## src/rtl/dmac_pkg.sv

```systemverilog
`timescale 1ns/1ps
package dmac_pkg;

  localparam logic [2:0] RA_CTRL  = 3'd0;
  localparam logic [2:0] RA_COUNT = 3'd1;
  localparam logic [2:0] RA_PADDR = 3'd2;
  localparam logic [2:0] RA_MADDR = 3'd3;
  localparam logic [2:0] RA_FLAGS = 3'd4;

  // dir[1] set selects memory-to-memory; dir == 1 is memory to peripheral
  localparam logic [1:0] DIR_P2M = 2'd0;
  localparam logic [1:0] DIR_M2P = 2'd1;

  typedef struct packed {
    logic       errie;
    logic       tcie;
    logic       half;
    logic       dec;
    logic       circ;
    logic [1:0] dir;
    logic       en;
  } ctrl_t;

  typedef enum logic [1:0] {
    SQ_IDLE = 2'd0,
    SQ_RD   = 2'd1,
    SQ_WR   = 2'd2
  } sq_state_e;

endpackage

```

## src/rtl/dmac_regs.sv

```systemverilog
`timescale 1ns/1ps
module dmac_regs
  import dmac_pkg::*;
#(
  parameter int CW = 8,
  parameter int PW = 16,
  parameter int MW = 24
) (
  input  logic          clk,
  input  logic          rst_n,
  input  logic          reg_wr,
  input  logic [2:0]    reg_addr,
  input  logic [MW-1:0] reg_wdata,
  output logic [MW-1:0] reg_rdata,
  input  logic          xfer_done,
  input  logic          xfer_err,
  input  logic [MW-1:0] maddr_nxt,
  output ctrl_t         ctrl_o,
  output logic [CW-1:0] cnt_o,
  output logic [CW-1:0] cnt_base_o,
  output logic [PW-1:0] paddr_o,
  output logic [MW-1:0] maddr_o,
  output logic          tc_o,
  output logic          err_o
);

  ctrl_t         ctrl_q;
  logic [CW-1:0] cnt_q, cnt_base_q;
  logic [PW-1:0] paddr_q;
  logic [MW-1:0] maddr_q, maddr_base_q;
  logic          tc_q, err_q;
  logic          last_item;

  assign last_item = (cnt_q == CW'(1));

  always_ff @(posedge clk or negedge rst_n) begin
    if (!rst_n) begin
      ctrl_q       <= '0;
      cnt_q        <= '0;
      cnt_base_q   <= '0;
      paddr_q      <= '0;
      maddr_q      <= '0;
      maddr_base_q <= '0;
      tc_q         <= 1'b0;
      err_q        <= 1'b0;
    end else begin
      if (reg_wr) begin
        case (reg_addr)
          RA_CTRL:  ctrl_q <= ctrl_t'(reg_wdata[7:0]);
          RA_COUNT: if (!ctrl_q.en) begin
                      cnt_q      <= reg_wdata[CW-1:0];
                      cnt_base_q <= reg_wdata[CW-1:0];
                    end
          RA_PADDR: paddr_q <= reg_wdata[PW-1:0];
          RA_MADDR: begin
                      maddr_q      <= reg_wdata;
                      maddr_base_q <= reg_wdata;
                    end
          RA_FLAGS: begin
                      tc_q  <= tc_q  & ~reg_wdata[0];
                      err_q <= err_q & ~reg_wdata[1];
                    end
          default: ;
        endcase
      end
      // hardware events take priority over a same-cycle software write
      if (xfer_done) begin
        if (last_item) begin
          tc_q <= 1'b1;
          if (ctrl_q.circ) begin
            cnt_q   <= cnt_base_q;
            maddr_q <= maddr_base_q;
          end else begin
            cnt_q     <= '0;
            maddr_q   <= maddr_nxt;
            ctrl_q.en <= 1'b0;
          end
        end else begin
          cnt_q   <= cnt_q - CW'(1);
          maddr_q <= maddr_nxt;
        end
      end
      if (xfer_err) begin
        err_q     <= 1'b1;
        ctrl_q.en <= 1'b0;
      end
    end
  end

  always_comb begin
    case (reg_addr)
      RA_CTRL:  reg_rdata = MW'(ctrl_q);
      RA_COUNT: reg_rdata = MW'(cnt_q);
      RA_PADDR: reg_rdata = MW'(paddr_q);
      RA_MADDR: reg_rdata = maddr_q;
      RA_FLAGS: reg_rdata = MW'({err_q, tc_q});
      default:  reg_rdata = '0;
    endcase
  end

  assign ctrl_o     = ctrl_q;
  assign cnt_o      = cnt_q;
  assign cnt_base_o = cnt_base_q;
  assign paddr_o    = paddr_q;
  assign maddr_o    = maddr_q;
  assign tc_o       = tc_q;
  assign err_o      = err_q;

endmodule

```

## src/rtl/dmac_addr_gen.sv

```systemverilog
`timescale 1ns/1ps
module dmac_addr_gen #(
  parameter int PW = 16,
  parameter int MW = 24
) (
  input  logic [1:0]    dir,
  input  logic          dec,
  input  logic          half,
  input  logic [PW-1:0] paddr,
  input  logic [MW-1:0] maddr,
  output logic [MW-1:0] src_addr,
  output logic [MW-1:0] dst_addr,
  output logic [MW-1:0] maddr_nxt
);

  logic          m2m, mem_src;
  logic [MW-1:0] maddr_bus, paddr_bus;

  function automatic logic [MW-1:0] step_ptr(input logic [MW-1:0] a,
                                             input logic down,
                                             input logic wide);
    logic [MW-1:0] delta;
    delta = wide ? MW'(2) : MW'(1);
    return down ? (a - delta) : (a + delta);
  endfunction

  assign m2m     = dir[1];
  assign mem_src = dir[1] | dir[0];

  // only the memory-to-memory mode drives the pointer's extension bits
  generate
    if (MW > PW) begin : g_ext
      assign maddr_bus = m2m ? maddr : {{(MW-PW){1'b0}}, maddr[PW-1:0]};
      assign paddr_bus = {{(MW-PW){1'b0}}, paddr};
    end else begin : g_flat
      assign maddr_bus = maddr;
      assign paddr_bus = paddr;
    end
  endgenerate

  assign src_addr  = mem_src ? maddr_bus : paddr_bus;
  assign dst_addr  = mem_src ? paddr_bus : maddr_bus;
  assign maddr_nxt = step_ptr(maddr, dec, half);

endmodule

```

## src/rtl/dmac_seq.sv

```systemverilog
`timescale 1ns/1ps
module dmac_seq
  import dmac_pkg::*;
#(
  parameter int MW = 24,
  parameter int DW = 16
) (
  input  logic          clk,
  input  logic          rst_n,
  input  logic          go_en,
  input  logic          cnt_nz,
  input  logic          m2m,
  input  logic          half,
  input  logic          periph_req,
  input  logic [MW-1:0] src_addr,
  input  logic [MW-1:0] dst_addr,
  input  logic          bus_ack,
  input  logic          bus_err,
  input  logic [DW-1:0] bus_rdata,
  output logic          bus_req,
  output logic          bus_we,
  output logic [MW-1:0] bus_addr,
  output logic [DW-1:0] bus_wdata,
  output logic          xfer_done,
  output logic          xfer_err
);

  sq_state_e     state_q;
  logic          pend_q;
  logic [DW-1:0] data_q;
  logic          start;

  function automatic logic [DW-1:0] lane_mask(input logic [DW-1:0] d,
                                              input logic wide);
    return wide ? d : DW'(d[7:0]);
  endfunction

  assign start = go_en && cnt_nz && (m2m || pend_q);

  always_ff @(posedge clk or negedge rst_n) begin
    if (!rst_n) begin
      state_q <= SQ_IDLE;
      pend_q  <= 1'b0;
      data_q  <= '0;
    end else begin
      if (!go_en)
        pend_q <= 1'b0;
      else if (state_q == SQ_IDLE && start && !m2m)
        pend_q <= periph_req;
      else if (periph_req)
        pend_q <= 1'b1;

      case (state_q)
        SQ_IDLE: if (start) state_q <= SQ_RD;
        SQ_RD: if (bus_ack) begin
          if (bus_err) state_q <= SQ_IDLE;
          else begin
            data_q  <= lane_mask(bus_rdata, half);
            state_q <= SQ_WR;
          end
        end
        SQ_WR: if (bus_ack) state_q <= SQ_IDLE;
        default: state_q <= SQ_IDLE;
      endcase
    end
  end

  assign bus_req   = (state_q != SQ_IDLE);
  assign bus_we    = (state_q == SQ_WR);
  assign bus_addr  = (state_q == SQ_WR) ? dst_addr : src_addr;
  assign bus_wdata = data_q;
  assign xfer_done = (state_q == SQ_WR) && bus_ack && !bus_err;
  assign xfer_err  = bus_req && bus_ack && bus_err;

endmodule

```

## src/rtl/dma_chan_engine.sv

```systemverilog
`timescale 1ns/1ps
module dma_chan_engine
  import dmac_pkg::*;
#(
  parameter int CW = 8,
  parameter int PW = 16,
  parameter int MW = 24,
  parameter int DW = 16
) (
  input  logic          clk,
  input  logic          rst_n,
  input  logic          glb_en,
  input  logic          reg_wr,
  input  logic [2:0]    reg_addr,
  input  logic [MW-1:0] reg_wdata,
  output logic [MW-1:0] reg_rdata,
  input  logic          periph_req,
  output logic          bus_req,
  output logic          bus_we,
  output logic [MW-1:0] bus_addr,
  output logic          bus_size,
  output logic [DW-1:0] bus_wdata,
  input  logic          bus_ack,
  input  logic [DW-1:0] bus_rdata,
  input  logic          bus_err,
  output logic          tc_flag,
  output logic          err_flag,
  output logic          irq
);

  ctrl_t         ctrl;
  logic [CW-1:0] cnt, cnt_base;
  logic [PW-1:0] paddr;
  logic [MW-1:0] maddr, maddr_nxt, src_addr, dst_addr;
  logic          xfer_done, xfer_err;
  // named internal events for the checker
  logic          ch_en, m2m_mode, half_mode, circ_mode, go_en;

  assign ch_en     = ctrl.en;
  assign m2m_mode  = ctrl.dir[1];
  assign half_mode = ctrl.half;
  assign circ_mode = ctrl.circ;
  assign go_en     = ch_en && glb_en;

  dmac_regs #(.CW(CW), .PW(PW), .MW(MW)) u_regs (
    .clk, .rst_n, .reg_wr, .reg_addr, .reg_wdata, .reg_rdata,
    .xfer_done, .xfer_err, .maddr_nxt,
    .ctrl_o(ctrl), .cnt_o(cnt), .cnt_base_o(cnt_base),
    .paddr_o(paddr), .maddr_o(maddr), .tc_o(tc_flag), .err_o(err_flag)
  );

  dmac_addr_gen #(.PW(PW), .MW(MW)) u_addr (
    .dir(ctrl.dir), .dec(ctrl.dec), .half(ctrl.half),
    .paddr, .maddr, .src_addr, .dst_addr, .maddr_nxt
  );

  dmac_seq #(.MW(MW), .DW(DW)) u_seq (
    .clk, .rst_n, .go_en, .cnt_nz(cnt != '0), .m2m(m2m_mode),
    .half(half_mode), .periph_req, .src_addr, .dst_addr,
    .bus_ack, .bus_err, .bus_rdata, .bus_req, .bus_we, .bus_addr,
    .bus_wdata, .xfer_done, .xfer_err
  );

  assign bus_size = half_mode;
  assign irq      = (tc_flag && ctrl.tcie) || (err_flag && ctrl.errie);

endmodule

```

## config.mk

```make
export PLATFORM = sky130hd
export DESIGN_NAME = dma_chan_engine
export DESIGN_NICKNAME = d
export VERILOG_FILES = /design/src/rtl/dmac_pkg.sv /design/src/rtl/dmac_regs.sv /design/src/rtl/dmac_addr_gen.sv /design/src/rtl/dmac_seq.sv /design/src/rtl/dma_chan_engine.sv
export SDC_FILE = /design/constraint.sdc
export NUM_CORES = 1
export LEC_CHECK = 0
export ABC_AREA = 1
export BUFFER_PORTS_ARGS = -buffer_cell sky130_fd_sc_hd__buf_2
export CORE_MARGIN = 1
export CORE_UTILIZATION = 35
export DETAILED_ROUTE_END_ITERATION = 8
export HOLD_SLACK_MARGIN = 0.1
export PLACE_DENSITY = 0.54
export SLEW_MARGIN = 20
export SYNTH_ARGS = -nofsm -noshare
export SYNTH_HDL_FRONTEND = slang
export SYNTH_SLANG_ARGS = --single-unit
```

## constraint.sdc

```tcl
create_clock -name clk -period 2.75 [get_ports clk]
set_clock_uncertainty 0.1 [all_clocks]
set_input_delay 0.1375 -clock clk [delete_from_list [all_inputs] [get_ports clk]]
set_output_delay 0.1375 -clock clk [all_outputs]
set_load 0.01 [all_outputs]
```

==> results.sh <==
export IMPL_status="completed"
export IMPL_maxCapViolations=0
export IMPL_die_y_um=145.7
export IMPL_insertion_delay_ns=0.36
export IMPL_rsz0062_at_grt="false"
export IMPL_cts_root_buf="clkbuf_16"
export IMPL_clock_fmax_mhz=412.0
export IMPL_synth_edff_count=0
export IMPL_yosysWarnings=0
export IMPL_tritoncts="done"
export IMPL_vias_per_cell=4.779
export IMPL_synth_area_um2=7229
export IMPL_syn_num_nets=1151
export IMPL_initial_core_util_pct=35.73
export IMPL_min_period_ns=2.427
export IMPL_post_route_period_util_pct=88.25
export IMPL_clock_sinks=109
export IMPL_vias=7206
export IMPL_syn_to_final_growth_pct=22.55
export IMPL_powerDensity_nw_per_um2=803.2
export IMPL_crit_type="reg -> reg"
export IMPL_overflow=0
export IMPL_place_area_um2=8115
export IMPL_grt_antenna_before_repair=0
export IMPL_drive_above_1_share_pct=14.54
export IMPL_drt_wl_total_um=22670
export IMPL_postCtsSetupRepairBufs=0
export IMPL_async_flop_share_pct=100.0
export IMPL_cts_buffers=9
export IMPL_required_ns=2.89
export IMPL_worst_pin_slew_ns=0.7367
export IMPL_numPortBuffers=119
export IMPL_relSlewSlack_pct=50.62
export IMPL_ir_drop_mv=0.3535
export IMPL_core_area_um2=20230
export IMPL_synthFlopType="dfrtp_1"
export IMPL_ys_seq_area_share_pct=37.73
export IMPL_ys_ff_latch=109
export IMPL_hold_viol=0
export IMPL_die_area_um2=21230
export IMPL_path_max_fanout=4
export IMPL_crit_path_end_kind="register"
export IMPL_cp_start_kind="register"
export IMPL_setup_viol=0
export IMPL_fin_nets=1310
export IMPL_fp_dieW_um=145.7
export IMPL_setup_tns_final_ns=0
export IMPL_slew_viol_final=0
export IMPL_drt_first_pass_iters=7
export IMPL_wire_per_inst_um=15.04
export IMPL_drtIter0Drc=411
export IMPL_num_antenna_cells=0
export IMPL_place_hpwl_um=17340
export IMPL_synthCells=1075
export IMPL_hold_path_class="in -> reg"
export IMPL_drc=0
export IMPL_power_leakage_nw=4.918
export IMPL_clk_pin_slew_ns=0.08
export IMPL_antenna_left=0
export IMPL_gp_congestion=0.8995
export IMPL_hold_slack_ns=0.1937
export IMPL_h_tree_depth=3
export IMPL_ctsResizeCount=0
export IMPL_rows=52
export IMPL_postCtsHoldBufs=47
export IMPL_io_pins=120
export IMPL_grt_pass1_wl_um=36110
export IMPL_crit_arrival_ns=2.57
export IMPL_grt_pass1_vias=6806
export IMPL_grt_max_degree=54
export IMPL_synth_avg_cell_area_um2=6.725
export IMPL_cts_max_path_buffers=2
export IMPL_stdcell_area_um2=8860
export IMPL_ys_types=44
export IMPL_grt_usage_pct=21.67
## cell usage in the layout (no fill, tap or decap), types with 3 or more instances in the layout
| cell type | count |
|---|---|
| buf_4 | 15 |
| dfrtp_1 | 109 |
| nand4_1 | 6 |
| nor2_1 | 93 |
| o22ai_1 | 4 |
| nand2_1 | 378 |
| inv_1 | 157 |
| clkbuf_16 | 9 |
| o21ai_1 | 9 |
| ha_1 | 25 |
| o2111ai_1 | 6 |
| xnor2_1 | 7 |
| nand2_2 | 7 |
| dlygate4sd3_1 | 47 |
| o211ai_1 | 3 |
| buf_2 | 118 |
| inv_6 | 3 |
| nor2_2 | 3 |
| inv_2 | 6 |
| o221ai_1 | 4 |
| o21ai_2 | 3 |
| a21oi_1 | 53 |
| nand3_1 | 43 |
| o21ai_0 | 93 |
| xor2_1 | 4 |
## power breakdown
group | internal, mW | total (mW) | switching [mW]
logic | 1.26 | 3.38 | 2.12
clock network | 0.645 | 1.27 | 0.621
registers | 2.06 | 2.47 | 0.411
total | 3.97 | 7.12 | 3.15
## sequential cells by signal (all words and copies together) (netlist names)
name	count
u_regs.maddr_base_q	24
u_seq.pend_q	1
u_regs.ctrl_o	8
u_seq.bus_wdata	16
u_regs.paddr_o	16
u_regs.cnt_o	8
u_seq.state_q	2
u_regs.tc_o	1
u_regs.cnt_base_o	8
u_regs.maddr_o	24
u_regs.err_o	1
## kinds of logic (layout without fill, tap and decap cells)
kind of cell | after synthesis | after routing | share of synthesized area, %
multiplexers | 1 | 1 | 0.1558
AO/OA/AOI/OAI | 188 | 188 | 14.68
AND/OR/NAND/NOR | 542 | 542 | 30.32
flip-flops | 109 | 109 | 37.73
buffers and inverters | 197 | 360 | 11.06
XOR/XNOR | 12 | 12 | 1.454
adder cells (fa/ha/maj) | 26 | 26 | 4.604
## cell usage after synthesis (3+ instances only)
| library cell | count | area [um^2] |
|---|---|---|
| nand2_1 | 378 | 1419 |
| inv_1 | 157 | 589.3 |
| dfrtp_1 | 109 | 2728 |
| nor2_1 | 93 | 349.1 |
| o21ai_0 | 93 | 465.5 |
| a21oi_1 | 53 | 265.3 |
| nand3_1 | 43 | 215.2 |
| ha_1 | 25 | 312.8 |
| buf_2 | 17 | 85.08 |
| clkbuf_1 | 10 | 37.54 |
| o21ai_1 | 9 | 45.04 |
| nand2_2 | 7 | 43.79 |
| xnor2_1 | 7 | 61.31 |
| inv_2 | 6 | 22.52 |
| nand4_1 | 6 | 37.54 |
| o2111ai_1 | 6 | 52.55 |
| buf_6 | 5 | 56.30 |
| xor2_1 | 5 | 43.79 |
| o221ai_1 | 4 | 35.03 |
| o22ai_1 | 4 | 25.02 |
| nor2_2 | 3 | 18.77 |
| o211ai_1 | 3 | 22.52 |
| o21ai_2 | 3 | 26.28 |
## per-layer routing
metal / vias up / GRT usage (%) / wire length [um]
li1: 3707 / - / -
met1: 3272 / 31.02 / 11050
met2: 206 / 34.40 / 10140
met3: 21 / 2.790 / 1218
met4: 0 / 5.632 / 263
met5: - / 0 / 0
## worst max-delay path, stage by stage (launching register included)
cell      delay [ns]
dfrtp_1         0.39
inv_1           0.11
ha_1            0.16
inv_1           0.10
fa_1            0.45
nand3_1         0.11
nand3_1         0.19
nand2_1         0.12
nand3_1         0.14
nand2_1         0.12
nand3b_1        0.08
nand3_1         0.09
nand2_1         0.05
nand2_1         0.05
nand2_1         0.04
## final cells by class
type                    count  area, um^2
fillers                  2103       11370
repair buffers            181        1194
multi-input cells         769        3710
well taps                 270       337.8
inverters                 164       616.8
flip-flops and latches    109        2728
clock inverters             4       31.28
clock buffers              11       242.7
## per-stage QoR
step	cells	utilization, %	power, mW	setup WS, ns
6_report	1508	43.79	7.116	0.3230
3_3_place_gp	1446	40.11	5.781	0.4135
2_1_floorplan	1075	-	4.680	0.4918
4_1_cts	1508	43.79	7.125	0.3466
5_1_grt	1508	43.79	7.702	0.1667
3_5_place_dp	1446	40.11	5.781	0.3642
## path summary, 6_finish.rpt
kind / startpoint / endpoint / slack, ns / cells after the start
setup / recovery: u_regs.maddr_o[0] / u_regs.maddr_o[16] / 0.32 / 14
hold / removal: reg_addr[2] / u_regs.err_o / 0.19 / 6
setup reg to reg: u_regs.maddr_o[0] / u_regs.maddr_o[16] / 0.32 / 14
min in group asynchronous: rst_n / u_regs.maddr_base_q[18] / 0.22 / 2
max in group asynchronous: rst_n / u_regs.maddr_o[7] / 1.62 / 3
hold reg to reg: u_regs.maddr_base_q[14] / u_regs.maddr_base_q[14] / 0.37 / 2
(Power assumes the default switching activity.)
